$ cat config.mk
export PLATFORM = sky130hd
export DESIGN_NAME = turbo_seg_calc
export DESIGN_NICKNAME = d
export VERILOG_FILES = /design/src/rtl/seg_pkg.sv /design/src/rtl/seg_div.sv /design/src/rtl/seg_calc.sv /design/src/rtl/turbo_seg_calc.sv
export SDC_FILE = /design/constraint.sdc
export NUM_CORES = 1
export LEC_CHECK = 0
export ABC_AREA = 0
export BUFFER_PORTS_ARGS = -buffer_cell sky130_fd_sc_hd__buf_2
export CELL_PAD_IN_SITES_DETAIL_PLACEMENT = 1
export CELL_PAD_IN_SITES_GLOBAL_PLACEMENT = 1
export CORE_MARGIN = 2
export CORE_UTILIZATION = 35
export CTS_BUF_LIST = sky130_fd_sc_hd__clkbuf_2 sky130_fd_sc_hd__clkbuf_4 sky130_fd_sc_hd__clkbuf_8
export DETAILED_ROUTE_END_ITERATION = 12
export GPL_ROUTABILITY_DRIVEN = 0
export PLACE_DENSITY_LB_ADDON = 0.1
export SLEW_MARGIN = 20
export SYNTH_ARGS = -nofsm -noshare
export SYNTH_HDL_FRONTEND = slang
export SYNTH_HIERARCHICAL = 1
export SYNTH_SLANG_ARGS = --single-unit
$ cat constraint.sdc
create_clock -name clk -period 5.2 [get_ports clk]
set_clock_uncertainty 0.1 [all_clocks]
set_input_delay 1.56 -clock clk [delete_from_list [all_inputs] [get_ports clk]]
set_output_delay 1.56 -clock clk [all_outputs]
set_load 0.005 [all_outputs]
$ cat src/rtl/seg_pkg.sv
package seg_pkg;
  localparam int XW   = 15;   // payload length width
  localparam int CW   = 2;    // block count width
  localparam int KW   = 13;   // block size width
  localparam int FW   = 6;    // filler width
  localparam int YW   = 15;   // coded length per block width
  localparam int TW   = 17;   // total coded length width
  localparam int DVW  = XW + 1;  // divider dividend width (holds X + KMAX - 1)
  localparam int KMAX = 5114;
  localparam int KMIN = 40;
  localparam int CMAX = 3;

  typedef enum logic [1:0] {
    ST_IDLE  = 2'd0,
    ST_COUNT = 2'd1,
    ST_SIZE  = 2'd2
  } seg_state_t;
endpackage

$ cat src/rtl/seg_div.sv
module seg_div #(
  parameter int DW = 16,
  parameter int VW = 13
) (
  input  logic          clk,
  input  logic          rst_n,
  input  logic          start,
  input  logic [DW-1:0] dividend,
  input  logic [VW-1:0] divisor,
  output logic          busy,
  output logic          fin,
  output logic [DW-1:0] quot
);
  localparam int CNTW = $clog2(DW + 1);

  logic            busy_q, busy_d;
  logic            fin_q, fin_d;
  logic [CNTW-1:0] cnt_q, cnt_d;
  logic [VW-1:0]   rem_q, rem_d;
  logic [VW-1:0]   dvs_q, dvs_d;
  logic [DW-1:0]   acc_q, acc_d;
  logic [VW:0]     trial;
  logic [VW:0]     diff;
  logic            qbit;

  always_comb begin
    busy_d = busy_q;
    fin_d  = 1'b0;
    cnt_d  = cnt_q;
    rem_d  = rem_q;
    dvs_d  = dvs_q;
    acc_d  = acc_q;
    trial  = {rem_q, acc_q[DW-1]};
    diff   = trial - {1'b0, dvs_q};
    qbit   = (trial >= {1'b0, dvs_q});
    if (start && !busy_q) begin
      busy_d = 1'b1;
      cnt_d  = CNTW'(DW);
      rem_d  = '0;
      dvs_d  = divisor;
      acc_d  = dividend;
    end else if (busy_q) begin
      rem_d = qbit ? diff[VW-1:0] : trial[VW-1:0];
      acc_d = {acc_q[DW-2:0], qbit};
      cnt_d = cnt_q - 1'b1;
      if (cnt_q == CNTW'(1)) begin
        busy_d = 1'b0;
        fin_d  = 1'b1;
      end
    end
  end

  always_ff @(posedge clk or negedge rst_n) begin
    if (!rst_n) begin
      busy_q <= 1'b0;
      fin_q  <= 1'b0;
      cnt_q  <= '0;
      rem_q  <= '0;
      dvs_q  <= '0;
      acc_q  <= '0;
    end else begin
      busy_q <= busy_d;
      fin_q  <= fin_d;
      cnt_q  <= cnt_d;
      rem_q  <= rem_d;
      dvs_q  <= dvs_d;
      acc_q  <= acc_d;
    end
  end

  assign busy = busy_q;
  assign fin  = fin_q;
  assign quot = acc_q;

  AST_DIV_NONZERO: assert property (@(posedge clk) disable iff (!rst_n)
    (start && !busy_q) |-> (divisor != '0));
  AST_DIV_NO_OVERLAP: assert property (@(posedge clk) disable iff (!rst_n)
    start |-> !busy_q);
endmodule

$ cat src/rtl/seg_calc.sv
module seg_calc
  import seg_pkg::*;
(
  input  logic [XW-1:0]  x,
  input  logic [CW-1:0]  c,
  input  logic [DVW-1:0] q,
  output logic [KW-1:0]  k,
  output logic [FW-1:0]  f,
  output logic [YW-1:0]  y,
  output logic [TW-1:0]  tot
);
  logic [TW-1:0] ck;

  always_comb begin
    k   = (x < XW'(KMIN)) ? KW'(KMIN) : q[KW-1:0];
    ck  = TW'(c) * TW'(k);
    f   = FW'(ck - TW'(x));
    y   = YW'(k) * YW'(3) + YW'(12);
    tot = TW'(y) * TW'(c);
  end
endmodule

$ cat src/rtl/turbo_seg_calc.sv
module turbo_seg_calc
  import seg_pkg::*;
(
  input  logic          clk,
  input  logic          rst_n,
  input  logic          in_valid,
  input  logic [14:0]   in_bits,
  output logic          in_ready,
  output logic          done,
  output logic          err,
  output logic [1:0]    num_blk,
  output logic [12:0]   blk_size,
  output logic [5:0]    fill_bits,
  output logic [14:0]   enc_per_blk,
  output logic [16:0]   enc_total
);
  seg_state_t     state_q, state_d;
  logic [XW-1:0]  x_q, x_d;
  logic [CW-1:0]  c_q, c_d;
  logic           done_q, done_d;
  logic           err_q, err_d;
  logic [CW-1:0]  nb_q, nb_d;
  logic [KW-1:0]  k_q, k_d;
  logic [FW-1:0]  f_q, f_d;
  logic [YW-1:0]  y_q, y_d;
  logic [TW-1:0]  t_q, t_d;

  logic           div_start, div_busy, div_fin;
  logic [DVW-1:0] div_dvd, div_quot;
  logic [KW-1:0]  div_dvs;
  logic [KW-1:0]  calc_k;
  logic [FW-1:0]  calc_f;
  logic [YW-1:0]  calc_y;
  logic [TW-1:0]  calc_t;

  seg_div #(.DW(DVW), .VW(KW)) u_div (
    .clk      (clk),
    .rst_n    (rst_n),
    .start    (div_start),
    .dividend (div_dvd),
    .divisor  (div_dvs),
    .busy     (div_busy),
    .fin      (div_fin),
    .quot     (div_quot)
  );

  seg_calc u_calc (
    .x   (x_q),
    .c   (c_q),
    .q   (div_quot),
    .k   (calc_k),
    .f   (calc_f),
    .y   (calc_y),
    .tot (calc_t)
  );

  always_comb begin
    state_d   = state_q;
    x_d       = x_q;
    c_d       = c_q;
    done_d    = 1'b0;
    err_d     = err_q;
    nb_d      = nb_q;
    k_d       = k_q;
    f_d       = f_q;
    y_d       = y_q;
    t_d       = t_q;
    div_start = 1'b0;
    div_dvd   = '0;
    div_dvs   = '0;
    case (state_q)
      ST_IDLE: begin
        if (in_valid) begin
          x_d = in_bits;
          if (in_bits == '0) begin
            done_d = 1'b1;
            err_d  = 1'b1;
            nb_d = '0; k_d = '0; f_d = '0; y_d = '0; t_d = '0;
          end else begin
            div_start = 1'b1;
            div_dvd   = DVW'(in_bits) + DVW'(KMAX - 1);
            div_dvs   = KW'(KMAX);
            state_d   = ST_COUNT;
          end
        end
      end
      ST_COUNT: begin
        if (div_fin) begin
          if (div_quot > DVW'(CMAX)) begin
            done_d  = 1'b1;
            err_d   = 1'b1;
            nb_d = '0; k_d = '0; f_d = '0; y_d = '0; t_d = '0;
            state_d = ST_IDLE;
          end else begin
            c_d       = div_quot[CW-1:0];
            div_start = 1'b1;
            div_dvd   = DVW'(x_q) + DVW'(div_quot[CW-1:0]) - DVW'(1);
            div_dvs   = KW'(div_quot[CW-1:0]);
            state_d   = ST_SIZE;
          end
        end
      end
      ST_SIZE: begin
        if (div_fin) begin
          done_d  = 1'b1;
          err_d   = 1'b0;
          nb_d    = c_q;
          k_d     = calc_k;
          f_d     = calc_f;
          y_d     = calc_y;
          t_d     = calc_t;
          state_d = ST_IDLE;
        end
      end
      default: state_d = ST_IDLE;
    endcase
  end

  always_ff @(posedge clk or negedge rst_n) begin
    if (!rst_n) begin
      state_q <= ST_IDLE;
      x_q     <= '0;
      c_q     <= '0;
      done_q  <= 1'b0;
      err_q   <= 1'b0;
      nb_q    <= '0;
      k_q     <= '0;
      f_q     <= '0;
      y_q     <= '0;
      t_q     <= '0;
    end else begin
      state_q <= state_d;
      x_q     <= x_d;
      c_q     <= c_d;
      done_q  <= done_d;
      err_q   <= err_d;
      nb_q    <= nb_d;
      k_q     <= k_d;
      f_q     <= f_d;
      y_q     <= y_d;
      t_q     <= t_d;
    end
  end

  assign in_ready    = (state_q == ST_IDLE);
  assign done        = done_q;
  assign err         = err_q;
  assign num_blk     = nb_q;
  assign blk_size    = k_q;
  assign fill_bits   = f_q;
  assign enc_per_blk = y_q;
  assign enc_total   = t_q;

  AST_READY_DROP: assert property (@(posedge clk) disable iff (!rst_n)
    (in_valid && in_ready && in_bits != '0) |=> !in_ready);
  AST_DONE_PULSE: assert property (@(posedge clk) disable iff (!rst_n)
    (done && !(in_valid && in_ready && in_bits == '0)) |=> !done);
  AST_ERR_ZERO: assert property (@(posedge clk) disable iff (!rst_n)
    (done && err) |-> (num_blk == '0 && blk_size == '0 && fill_bits == '0
                       && enc_per_blk == '0 && enc_total == '0));
  AST_K_RANGE: assert property (@(posedge clk) disable iff (!rst_n)
    (done && !err) |-> (blk_size >= 13'(KMIN) && blk_size <= 13'(KMAX)));
  AST_FILL_RANGE: assert property (@(posedge clk) disable iff (!rst_n)
    (done && !err) |-> (fill_bits <= 6'd39 && num_blk != 2'd0));
  AST_HOLD_RESULT: assert property (@(posedge clk) disable iff (!rst_n)
    !done_d |=> ($stable(blk_size) && $stable(enc_total) && $stable(num_blk)));
endmodule

Word-level counts from Yosys, hierarchy flattened
Cells that the tools add are included.
{"block": "totals", "ff_bits": 123, "latch_bits": 0, "ramBits": 0, "mem_bits_ro": 0, "input_bits": 18, "output_inout_bits": 56, "wordCells": 126, "mem_count": 0}
{"block": "classes", "addsub": 7, "multipliers": 3, "div": 0, "order_cmp": 3, "n_eq_ne": 9, "shift": 0, "muxes": 77, "bitwise_logic": 1, "reduce_logical": 10}
{"op": "$mux 13", "count": 11}
{"op": "$mux 16", "count": 6}
{"op": "$mux 17", "count": 5}
{"op": "$mux 15", "count": 5}
{"op": "$pmux 17 s3", "count": 1}
{"op": "$pmux 15 s3", "count": 1}
{"op": "$pmux 13 s3", "count": 1}
{"op": "$pmux 16 s2", "count": 1}
{"op": "$mux 6", "count": 5}
{"op": "$pmux 13 s2", "count": 1}
{"op": "$mux 2", "count": 12}
{"op": "$mux 1", "count": 20}
{"op": "$pmux 6 s3", "count": 1}
{"op": "$mul 15x2->17", "count": 1}
{"op": "$add 15x13->16 const B", "count": 1}
{"op": "$add 15x2->16", "count": 1}
{"op": "$gt 16x2->1 const B", "count": 1}
{"op": "$sub 16x1->16 const B", "count": 1}
{"op": "$add 15x4->15 const B", "count": 1}
{"op": "$logic_not 15->1", "count": 1}
{"op": "$lt 15x6->1 const B", "count": 1}
{"op": "$mul 13x2->15 const B", "count": 1}
{"op": "$ge 14x13->1", "count": 1}
{"op": "$mul 2x13->6", "count": 1}
{"op": "other kinds (22)", "count": 29}

Depth between registers and ports, before layout
Gate-level depths: netlist (run 1).
{"block": "logic_depth", "word_depth": 7, "mapped_depth": 24, "ltp_nobuf": 24}

By module
The synthesis (run 1) kept the hierarchy.
{"module": "turbo_seg_calc", "instances": 1, "cells_each": 392, "area_each_um2": 4002.6, "seq_area_each_um2": 1851.8}
{"module": "seg_div", "instances": 1, "cells_each": 298, "area_each_um2": 2805.2, "seq_area_each_um2": 1226.2}
{"module": "seg_calc", "instances": 1, "cells_each": 262, "area_each_um2": 1894.3, "seq_area_each_um2": 0.0}

Worst setup path after synthesis (run 1)
OpenSTA, ideal clock, no wires.
{"block": "synth_timing", "path_type": "reg2reg", "startpoint": "register x_q[11]", "endpoint": "register t_q[15], in the netlist enc_total[15]", "setup_time_ns": 0.121, "arrival_time_ns": 4.261, "t_required_ns": 4.979, "setup_slack_ns": 0.718, "path_stages_with_launch": 24, "path_buffers": 0, "synth_period_minus_slack_ns": 4.482, "cell_sequence": "dfrtp_1 nor4_1 nand4_1 and2_1 inv_1 ha_1 inv_1 ha_1 inv_1 fa_1 nor2b_1 o31a_1 o31a_1 o21a_1 nor2_1 xnor2_1 and2_1 ha_1 or2_2 a21oi_1 a31oi_1 a31oi_1 xor2_1 a22o_1"}
{"block": "synth_between", "elab_chain_cells": 7}
{"element": "start: declaration", "line_no": "turbo_seg_calc.sv:18", "text": "logic [XW-1:0] x_q, x_d;"}
{"element": "start signal: assignment", "line_no": "turbo_seg_calc.sv:122", "text": "x_q <= '0;"}
{"element": "start signal: assignment", "line_no": "turbo_seg_calc.sv:133", "text": "x_q <= x_d;"}
{"element": "$lt 15x6->1", "line_no": "seg_calc.sv:15", "text": "k = (x < XW'(KMIN)) ? KW'(KMIN) : q[KW-1:0];"}
{"element": "$mux 13", "line_no": "seg_calc.sv:15"}
{"element": "named net calc_k[2]", "line_no": "turbo_seg_calc.sv:31", "text": "logic [KW-1:0] calc_k;"}
{"element": "$mul 13x2->15", "line_no": "seg_calc.sv:18", "text": "y = YW'(k) * YW'(3) + YW'(12);"}
{"element": "$add 15x4->15", "line_no": "seg_calc.sv:18"}
{"element": "named net calc_y[10]", "line_no": "turbo_seg_calc.sv:33", "text": "logic [YW-1:0] calc_y;"}
{"element": "$mul 15x2->17", "line_no": "seg_calc.sv:19", "text": "tot = TW'(y) * TW'(c);"}
{"element": "named net calc_t[15]", "line_no": "turbo_seg_calc.sv:34", "text": "logic [TW-1:0] calc_t;"}
{"element": "$mux 17", "line_no": "turbo_seg_calc.sv:104", "text": "if (div_fin) begin"}
{"element": "$pmux 17 s3", "line_no": "turbo_seg_calc.sv:71", "text": "case (state_q)"}
{"element": "end signal: assignment", "line_no": "turbo_seg_calc.sv:141", "text": "t_q <= t_d;"}
{"element": "end: declaration", "line_no": "turbo_seg_calc.sv:26", "text": "logic [TW-1:0] t_q, t_d;"}
The timed path passes the listed nets, and every way through them passes these cells. The select of a mux whose other input is x is not followed.
A chain may end at the register's enable or synchronous reset.

Worst setup path in the final report (run 1)
{"block": "layout_timing", "startpoint": "register x_q[11]", "endpoint": "register t_q[16], in the netlist enc_total[16]"}
{"block": "layout_between", "elab_chain_cells": 7}
{"element": "$lt 15x6->1", "line_no": "seg_calc.sv:15"}
{"element": "$mux 13", "line_no": "seg_calc.sv:15"}
{"element": "named net calc_k[4]", "line_no": "turbo_seg_calc.sv:31"}
{"element": "$mul 13x2->15", "line_no": "seg_calc.sv:18"}
{"element": "$add 15x4->15", "line_no": "seg_calc.sv:18"}
{"element": "$mul 15x2->17", "line_no": "seg_calc.sv:19"}
{"element": "named net calc_t[16]", "line_no": "turbo_seg_calc.sv:34"}
{"element": "$mux 17", "line_no": "turbo_seg_calc.sv:104"}
{"element": "$pmux 17 s3", "line_no": "turbo_seg_calc.sv:71"}
The timed path passes the listed nets, and every way through them passes these cells. The select of a mux whose other input is x is not followed.

==> results of run 1 <==
sequential cells by signal, summed over array words and instances, names as in the netlist:
signal / flops
u_div/busy: 1
u_div/rem_q: 13
state_q: 2
err: 1
blk_size: 13
enc_per_blk: 15
enc_total: 17
x_q: 15
fill_bits: 6
c_q: 2
done: 1
u_div/quot: 16
u_div/cnt_q: 5
u_div/dvs_q: 13
num_blk: 2
u_div/fin: 1
per-stage QoR:
step / setup slack, ns / total power [uW]
floorplan: 0.718 / 4050
global placement: 0.273 / 4910
detailed placement: 0.145 / 4940
CTS: 0.152 / 5820
global route: -0.00609 / 6420
finish: 0.370 / 5790
cells by family (layout without fill, tap and decap cells):
family                     after synthesis  count (layout)  share of synthesized area [%]
buffers and inverters                  121             203                           5.89
DFF                                    123             123                           35.4
xor gates and xnor gates                50              50                           5.03
other                                    1               3                         0.0431
AOI/OAI and AO/OA                      285             285                           22.7
adders and majority gates               85              85                           13.0
and+or+nand+nor                        265             265                           15.4
muxes                                   22              22                           2.59
power by group through the flow:
stage / clock network, uW / registers, uW / logic [uW]
floorplan: 0 / 1360 / 2690
global route: 901 / 1450 / 4070
CTS: 868 / 1420 / 3530
detailed placement: 0 / 1430 / 3500
finish: 836 / 1420 / 3530
global placement: 0 / 1430 / 3480
layer usage:
metal  up-vias  global-route usage [%]
met5         -                       0
met4         0                    4.83
met3        19                    2.50
met2        79                    31.5
met1      3536                    27.2
li1       3537                       -
final cells by class:
cell class                 count  area, um2
timing repair buffer          90        503
sequential                   123       3080
clock inverter                11       95.1
tap                          324        405
fill                        2877      14500
clock buffer                  21        277
inverter                      81        304
multi-input combinational    710       5180
timing repair:
action                                  in CTS  in global routing
resized for setup                            0                  9
setup buffers                                0                  2
endpoints found under the setup margin       0                  4
layout by cell type (no fill, tap or decap), types with 18 or more instances in the layout:
cell / count
inv_1: 79
dfrtp_1: 123
buf_2: 72
mux2i_1: 18
xor2_1: 19
ha_1: 74
xnor2_1: 30
nand2_1: 91
a22o_1: 58
o21ai_0: 71
and2_1: 30
clkbuf_8: 19
a21o_1: 21
a21oi_1: 40
nor2_1: 36
synth_stat cells (all sizes together) (6+ instances only):
master / count / share of area (%)
inv: 81 / 3.5
mux2i: 18 / 2.1
a32oi: 9 / 0.91
a31oi: 8 / 0.58
clkbuf: 25 / 1.1
o21a: 10 / 0.86
o21ai: 81 / 4.8
nand2: 92 / 4.0
nand3: 17 / 0.98
nand2b: 16 / 1.2
buf: 15 / 1.3
nor2: 36 / 1.6
nor4: 11 / 0.96
ha: 76 / 11
and2: 33 / 2.4
a211oi: 9 / 0.78
a22o: 58 / 5.8
dfrtp: 123 / 35
a21o: 21 / 1.8
and3: 7 / 0.50
xor2: 19 / 1.9
fa: 9 / 2.1
nor3: 13 / 0.75
or3: 6 / 0.43
nor2b: 14 / 1.0
a21oi: 41 / 2.4
o22ai: 6 / 0.43
xnor2: 31 / 3.1
nand4: 6 / 0.43
worst register-to-register path: stages (launching register included):
cell and delay [ns]:
dfrtp_1 0.41, nor4_2 0.28, nand4_1 0.28, and2_1 0.33, ha_1 0.32, ha_1 0.35
nor2b_1 0.16, o31a_1 0.26, o31a_1 0.29, o21bai_2 0.13, a21boi_2 0.09, or3_1 0.34
and3_1 0.20, ha_1 0.34, a21o_1 0.19, a21oi_1 0.13, o21ai_1 0.11, a21oi_1 0.16
nor2_1 0.05, a22o_1 0.20
final timing paths:
path                            start            end  cells after the start
max                           x_q[11]  enc_total[16]                     19
min                        state_q[1]     state_q[0]                      1
max reg2reg                   x_q[11]  enc_total[16]                     19
min reg2reg                state_q[1]     state_q[0]                      1
max in group asynchronous       rst_n         x_q[7]                      2
min in group asynchronous       rst_n   enc_total[7]                      1
==> metrics.yaml, run 1 <==
outcome:
  status: "finished, final reports clean"
drt:
  wl_met1_mm: 12.0
  dr_wl_met3_um: 505
  detail_route.iter0.violations: 359
  drt_wl_total_mm: 24.2
  viasPerCell: 5.27
  ant_nets: 0
  first_pass_iters: 5
  wl_per_cell_um: 17.8
  routed.top_layer: "met4"
  drc_errors: 0
  vias: 7171
  route.met2.wl_mm: 11.3
placed_design:
  placedCellCount: 1326
  portBuffers: 73
  dp_hpwl_mm: 18.0
  placed_cell_area_um2: 9400
critical_path:
  rrSetupSlack_ns: 0.37
  cp-end-kind: "flop"
  worstPathMaxFanout: 5
  crit_family: "simple AND/OR/NAND/NOR gates"
  cp.buffers_inverters: 0
  cp.arrival_ns: 5.07
  path_class: "reg -> reg"
  crit_path_start_kind: "flop"
  critPathMostFrequentCell: "ha_1"
  crit_required_ns: 5.44
  critical-path-max-stage-delay_ns: 0.41
  slowest_stage: "dfrtp_1"
  path_cells: "nor4_2 -> nand4_1 -> and2_1 -> ha_1 -> ha_1 -> nor2b_1 -> o31a_1 -> o31a_1 -> o21bai_2 -> a21boi_2 -> or3_1 -> and3_1 -> ha_1 -> a21o_1 -> a21oi_1 -> o21ai_1 -> a21oi_1 -> nor2_1 -> a22o_1"
sta:
  period_minus_slack_ns: 4.83
  final_hold_viol_count: 0
  finalSetupViolCount: 0
  maxSlewViolCount: 0
  hold_ws_ns: 0.382
  tightest_slew_ns: 0.834
  slew_headroom_pct: 44.3
  min_period_over_period_pct: 92.9
  fin_tns_setup_ns: 0
  max_freq_mhz: 207
finish:
  nets: 1126
  drive_above_1_share_pct: 14.2
  area_growth_syn_to_layout_pct: 13.1
  final_core_util_pct: 40.4
  fin_cells: 1360
  num_antenna_cells: 0
  fin_area_um2: 9840
power:
  seqPwrFrac_pct: 24.5
  power.density_nw_per_um2: 588
  switching_power_uw: 2730
  p_leak_uw: 0.00482
  p_clk_share_pct: 14.4
  swShare_pct: 47.2
  p_int_uw: 3050
  ir_worst_vdd_mv: 0.219
  p_comb_share_pct: 61.1
global_routing:
  grt_use_total_pct: 19.3
  antenna_found_initial: 0
  grt.overflow.total: 0
  grt_pass1_wl_mm: 40.2
  grt_pass1_vias: 7415
  grt_max_degree: 86
synth:
  yosysWarnings: 6
  synth-edff-count: 0
  synth_ff_type: "dfrtp_1"
  ys_ff_latch: 123
  postSynth.asyncResetShare_pct: 100
  synth_cell_types: 72
  syn_area_um2: 8700
  syn_area_per_cell_um2: 9.14
  ys_seq_area_share_pct: 35.4
  netlist_instances: 952
clock_tree:
  cts_root_buffer: "clkbuf_8"
  ctsHoldBuffers: 0
  cts_tree: "yes"
  clkLatencyLatePin_ns: 0.45
  cts.sinks: 123
  clockBufferDepth: 2
  cts-htree-levels: 4
  cts_buffers: 17
  path_clk_slew_ns: 0.08
min_path:
  hold_path_class: "reg -> reg"
die:
  start_util_pct: 35.7
  dieArea_um2: 26100
  row_count: 57
  die_x_um: 162
  ioPinCount: 74
  die_y_um: 162
  core_area_um2: 24400
job:
  max_cap_viol_count: 0
No activity file was read; power rests on OpenSTA's default activity.
==> run 2: changes to the inputs <==
--- a/config.mk
+++ b/config.mk
@@ -14,9 +14,10 @@
 export CTS_BUF_LIST = sky130_fd_sc_hd__clkbuf_2 sky130_fd_sc_hd__clkbuf_4 sky130_fd_sc_hd__clkbuf_8
 export DETAILED_ROUTE_END_ITERATION = 12
 export GPL_ROUTABILITY_DRIVEN = 0
-export PLACE_DENSITY_LB_ADDON = 0.1
+export PLACE_DENSITY_LB_ADDON = 0.2
 export SLEW_MARGIN = 20
 export SYNTH_ARGS = -nofsm -noshare
 export SYNTH_HDL_FRONTEND = slang
 export SYNTH_HIERARCHICAL = 1
 export SYNTH_SLANG_ARGS = --single-unit
+export TNS_END_PERCENT = 30
==> constraint.sdc (replaced) <==
create_clock -name clk -period 5.2 [get_ports clk]
set_clock_uncertainty 0.1 [all_clocks]
set_input_delay 1.56 -clock clk [delete_from_list [all_inputs] [get_ports clk]]
set_output_delay 1.56 -clock clk [all_outputs]
set_load 0.05 [all_outputs]
==> run 2 against run 1 <==
  * Clock-buffer cell count shrank 4
  * Maximum frequency is 2.0% lower
  * Sequential share of layout area down 0.067 points
  * Via count is 0.47% higher
  * Highest routed layer unchanged
  * Setup slack worse by 0.097 ns
==> metrics.yaml, run 2 (synthesized netlist as in run 1, its figures left out) <==
global_routing:
  grt_pass1_vias: 7306  # -1.5%
  antenna_found_initial: 0  # unchanged
  grt_pass1_wl_mm: 39.1  # -2.6%
  grt.overflow.total: 0  # unchanged
  grt_max_degree: 65  # -24%
  grt_use_total_pct: 18.8  # -0.52 points
sta:
  finalSetupViolCount: 0  # unchanged
  tightest_slew_ns: 0.820  # -0.0135 ns
  hold_ws_ns: 0.378  # -0.00337 ns
  slew_headroom_pct: 45.3  # +1.0 points
  min_period_over_period_pct: 94.8  # +1.9 points
  maxSlewViolCount: 0  # unchanged
  fin_tns_setup_ns: 0  # unchanged
  max_freq_mhz: 203  # -2.0%
  final_hold_viol_count: 0  # unchanged
  period_minus_slack_ns: 4.93  # +0.0971 ns
critical_path:
  cp.arrival_ns: 5.16  # +0.09 ns
  critical-path-max-stage-delay_ns: 0.45  # +0.04 ns
  critPathMostFrequentCell: "ha_1"
  worstPathMaxFanout: 12  # +7
  slowest_stage: "fa_1"
  crit_path_start_kind: "flop"
  cp-end-kind: "flop"
  path_class: "reg -> reg"
  crit_required_ns: 5.43  # about the same
job:
  max_cap_viol_count: 0  # unchanged
clock_tree:
  clkLatencyLatePin_ns: 0.45  # about the same
  cts_tree: "yes"
  cts_buffers: 17  # unchanged
  ctsHoldBuffers: 0  # unchanged
  path_clk_slew_ns: 0.08  # about the same
  cts.sinks: 123  # unchanged
  cts-htree-levels: 4  # unchanged
  cts_root_buffer: "clkbuf_8"
  clockBufferDepth: 2  # unchanged
finish:
  final_common_cell: "dfrtp_1"
  most-common-layout-cells: "dfrtp_1, nand2_1, inv_1"
  drive_above_1_share_pct: 13.6  # -0.64 points
  num_antenna_cells: 0  # unchanged
  area_growth_syn_to_layout_pct: 13.4
  largest_reg_flops: 17  # unchanged
  nets: 1124  # -0.18%
placed_design:
  dp_hpwl_mm: 17.5  # -2.6%
  portBuffers: 73  # unchanged
die:
  die_y_um: 162  # unchanged
  start_util_pct: 35.7  # unchanged
  dieArea_um2: 26100  # unchanged
  core_area_um2: 24400  # unchanged
  ioPinCount: 74  # unchanged
  row_count: 57  # unchanged
  die_x_um: 162  # unchanged
min_path:
  hold_path_class: "reg -> reg"
drt:
  vias: 7205  # +0.47%
  ant_nets: 0  # unchanged
  detail_route.iter0.violations: 452  # +26%
  drt_wl_total_mm: 23.9  # -1.2%
  viasPerCell: 5.31  # +0.70%
  drc_errors: 0  # unchanged
  wl_per_cell_um: 17.6  # -1.0%
  first_pass_iters: 4  # -1
power:
  p_leak_uw: 0.00483  # +0.17%
  ir_worst_vdd_mv: 0.248  # +14%
  power.density_nw_per_um2: 602  # +2.3%
outcome:
  status: "finished, final reports clean"
## run 2: cell types whose count changed in the layout (fill, tap and decap cells not counted), sizes merged
cell	change
clkinv	-2
clkbuf	-4
inv	+1
clkinvlp	+1
buf	-2
bufinv	+3
## run 2: worst paths after layout
path | from | endpoint | slack [ns] | cells past startpoint
setup reg to reg | x_q[11] | enc_total[16] | 0.27 | 25
hold / removal | state_q[1] | state_q[0] | 0.38 | 1
setup / recovery | x_q[11] | enc_total[16] | 0.27 | 25
hold reg to reg | state_q[1] | state_q[0] | 0.38 | 1
min in group asynchronous | rst_n | enc_total[6] | 1.07 | 1
max in group asynchronous | rst_n | x_q[8] | 3.09 | 2
## run 2: what timing repair did
action	in CTS	in global routing
buffers inserted	0	2
endpoints found under the setup margin	0	5
gates resized for setup	0	5
## run 2: critical path, delay by kind of cell (launching register included)
kind,cells,cell delay (ns)
AO/OA/AOI/OAI,9,1.51
XOR/XNOR,1,0.14
AND/OR/NAND/NOR,7,0.95
flip-flops,1,0.42
adder cells (fa/ha/maj),4,1.24
buffers and inverters,4,0.45
## run 2: report_power, final
part	total (uW)	internal, uW	switching [uW]
Clock	950	521	429
Sequential	1420	1200	220
Combinational	3570	1440	2130
## run 2: stage by stage
| step | power [uW] | instances | utilization, % | cell area, um2 | worst slack, ns |
|---|---|---|---|---|---|
| after global routing | 6510 | 1357 | 40.4 | 9860 | -0.0154 |
| after global placement | 4920 | 1324 | 38.5 | 9400 | 0.251 |
| after detailed placement | 4960 | 1324 | 38.5 | 9400 | 0.167 |
| after CTS | 5970 | 1355 | 40.3 | 9830 | 0.0825 |
| after floorplan | 4060 | 954 | - | 8710 | 0.718 |
| final | 5940 | 1357 | 40.4 | 9860 | 0.273 |
## run 2: layout make-up
| class | instances | area [um2] |
|---|---|---|
| clock buffer | 17 | 234 |
| sequential | 123 | 3080 |
| inverter | 81 | 304 |
| multi-input combinational | 710 | 5150 |
| fill | 2874 | 14500 |
| timing repair buffer | 88 | 497 |
| tap | 324 | 405 |
| clock inverter | 14 | 195 |
## run 2: routing by layer
layer	GRT usage (%)	wire [um]	vias to the layer above
li1	-	-	3536
met1	25.9	11500	3564
met2	30.9	11400	91
met3	3.06	787	14
met4	4.71	263	0
met5	0	0	-
==> run 3: changes to the inputs <==
--- a/config.mk
+++ b/config.mk
@@ -9,7 +9,6 @@
 export BUFFER_PORTS_ARGS = -buffer_cell sky130_fd_sc_hd__buf_2
 export CELL_PAD_IN_SITES_DETAIL_PLACEMENT = 1
 export CELL_PAD_IN_SITES_GLOBAL_PLACEMENT = 1
-export CORE_MARGIN = 2
 export CORE_UTILIZATION = 35
 export CTS_BUF_LIST = sky130_fd_sc_hd__clkbuf_2 sky130_fd_sc_hd__clkbuf_4 sky130_fd_sc_hd__clkbuf_8
 export DETAILED_ROUTE_END_ITERATION = 12
==> run 3 against run 2 <==
  * Critical path depth is 4 lower
  * First-iteration DRC count down 14%
  * Clock-buffer cell count is 6 higher
  * Design area increased by 0.89%
  * Critical endpoint unchanged
  * Via count up 0.51%
  * Maximum frequency shrank 0.61%
  * Core utilization up 0.48 points
  * Hold slack improved by 0.0055 ns
  * Power is 1.2% higher
  * Combinational power increased by 3%
==> metrics.yaml, run 3 (synthesized netlist as in run 1, its figures left out) <==
drt:
  drc_errors: 0  # unchanged
  detail_route.iter0.violations: 390  # -14%
  first_pass_iters: 4  # unchanged
  drt_wl_total_mm: 24.1  # +0.75%
  ant_nets: 0  # unchanged
  wl_per_cell_um: 17.7  # +0.38%
  vias: 7242  # +0.51%
  viasPerCell: 5.32  # +0.14%
global_routing:
  grt_pass1_wl_mm: 39.6  # +1.4%
  grt_pass1_vias: 7425  # +1.6%
  grt_max_degree: 63  # -3.1%
  antenna_found_initial: 0  # unchanged
  grt_use_total_pct: 19.5  # +0.72 points
  grt.overflow.total: 0  # unchanged
die:
  dieArea_um2: 25500  # -2.5%
  die_y_um: 160  # -1.2%
  die_x_um: 160  # -1.2%
  start_util_pct: 35.8  # +0.10 points
  row_count: 57  # unchanged
  ioPinCount: 74  # unchanged
  core_area_um2: 24300  # -0.29%
clock_tree:
  clockBufferDepth: 2  # unchanged
  cts_tree: "yes"
  cts_root_buffer: "clkbuf_8"
  cts.sinks: 123  # unchanged
  ctsHoldBuffers: 0  # unchanged
  path_clk_slew_ns: 0.08  # about the same
  cts-htree-levels: 4  # unchanged
  cts_buffers: 17  # unchanged
  clkLatencyLatePin_ns: 0.45  # about the same
power:
  p_leak_uw: 0.00485  # +0.45%
  power.density_nw_per_um2: 604  # +0.28%
  ir_worst_vdd_mv: 0.256  # +3.3%
critical_path:
  worstPathMaxFanout: 5  # -7
  crit_path_start_kind: "flop"
  r2r-end: "enc_total[16]"
  path_class: "reg -> reg"
  critPathCapture: "enc_total[16]"
  rr_worst_depth: 21  # -16%
  cp.arrival_ns: 5.20  # +0.04 ns
  rrSetupSlack_ns: 0.24  # -0.03 ns
  crit_required_ns: 5.45  # +0.02 ns
  startpoint: "x_q[13]"
  cp-end-kind: "flop"
  r2r_start: "x_q[13]"
sta:
  finalSetupViolCount: 0  # unchanged
  final_hold_viol_count: 0  # unchanged
  min_period_over_period_pct: 95.3  # +0.58 points
  slew_headroom_pct: 37.7  # -7.6 points
  hold_ws_ns: 0.384  # +0.00554 ns
  maxSlewViolCount: 0  # unchanged
  tightest_slew_ns: 0.934  # +0.114 ns
  grt_setup_unrepaired: "yes"
  layout_setup_ws_ns: 0.242  # -0.0301 ns
  period_minus_slack_ns: 4.96  # +0.0301 ns
  max_freq_mhz: 202  # -0.61%
finish:
  drive_above_1_share_pct: 14.9  # +1.4 points
  largest_reg_flops: 17  # unchanged
  nets: 1128  # +0.36%
  num_antenna_cells: 0  # unchanged
  area_growth_syn_to_layout_pct: 14.4
  fillers: 2874  # unchanged
  final_common_cell: "dfrtp_1"
  fin_area_um2: 9950  # +0.89%
  ff_latch_area_um2: 3080  # unchanged
  final_core_util_pct: 40.9  # +0.48 points
  multi_input_area_um2: 5220  # +1.4%
  most-common-layout-cells: "dfrtp_1, nand2_1, inv_1"
placed_design:
  portBuffers: 73  # unchanged
  dp_hpwl_mm: 17.7  # +0.99%
  placed_cell_area_um2: 9400  # unchanged
  dpl_worst_slack_ns: 0.108  # -0.0595 ns
min_path:
  hold_path_class: "reg -> reg"
job:
  max_cap_viol_count: 0  # unchanged
outcome:
  status: "finished, final reports clean"
## run 3: cell count changes in the layout (fill, tap and decap cells not counted), sizes merged
cell / before / now
bufinv: 4 / 2
buf: 88 / 92
clkinvlp: 4 / 2
clkbuf: 17 / 23
inv: 83 / 82
## run 3: report_power, final
group / switching (uW) / internal [uW]
logic: 2150 / 1510
clock network: 427 / 489
registers: 234 / 1200
total: 2810 / 3200
## run 3: worst min-delay path by stage
stage / from / end / slack (ns) / cells past startpoint
4_1_cts: state_q[1] / state_q[0] / 0.39 / 1
3_5_place_dp: enc_per_blk[0] / enc_per_blk[0] / 0.39 / 1
3_3_place_gp: state_q[1] / state_q[0] / 0.37 / 1
6_report: state_q[1] / state_q[0] / 0.38 / 1
2_1_floorplan: state_q[1] / state_q[0] / 0.34 / 1
5_1_grt: state_q[1] / state_q[0] / 0.42 / 1
## run 3: metrics by stage
step / instances / power (uW) / TNS (ns)
floorplan: 954 / 4060 / 0
global placement: 1324 / 4920 / 0
detailed placement: 1324 / 5000 / 0
CTS: 1356 / 5960 / 0
global route: 1362 / 6550 / -0.210
finish: 1362 / 6010 / 0
## run 3: timing repair
item	in CTS	in global routing
gates resized for setup	0	15
setup buffers	0	6
setup endpoints to repair	0	5
## run 3: final cells by class
| type | instances | area share, % |
|---|---|---|
| multi-input cells | 710 | 52.5 |
| clock inverters | 9 | 1.12 |
| well taps | 324 | 4.07 |
| clock buffers | 23 | 3.06 |
| inverters | 81 | 3.06 |
| repair buffers | 92 | 5.29 |
| flip-flops and latches | 123 | 30.9 |
## run 3: worst max-delay path: stages (launching register included)
cell     delay, ns
dfrtp_1       0.42
nor4_2        0.28
nand4_1       0.32
buf_6         0.24
and2_1        0.21
ha_1          0.34
ha_4          0.27
nor2b_2       0.16
o31a_1        0.26
o31a_1        0.32
o21a_1        0.18
nor2_1        0.16
xnor2_2       0.15
and2_4        0.18
ha_4          0.22
a21o_1        0.18
a21o_1        0.18
a21oi_1       0.15
o21ai_1       0.12
a21oi_1       0.16
nor2_1        0.05
a22o_1        0.20
## run 3: per-layer routing
| layer | track usage [%] | vias to the layer above | part of all wire (%) | wire, um |
|---|---|---|---|---|
| met4 | 5.81 | 0 | 1.5 | 357 |
| met1 | 26.1 | 3583 | 48 | 11600 |
| met3 | 2.96 | 24 | 2.2 | 526 |
| met5 | 0 | - | 0 | 0 |
| li1 | - | 3552 | - | - |
| met2 | 32.4 | 83 | 48 | 11600 |
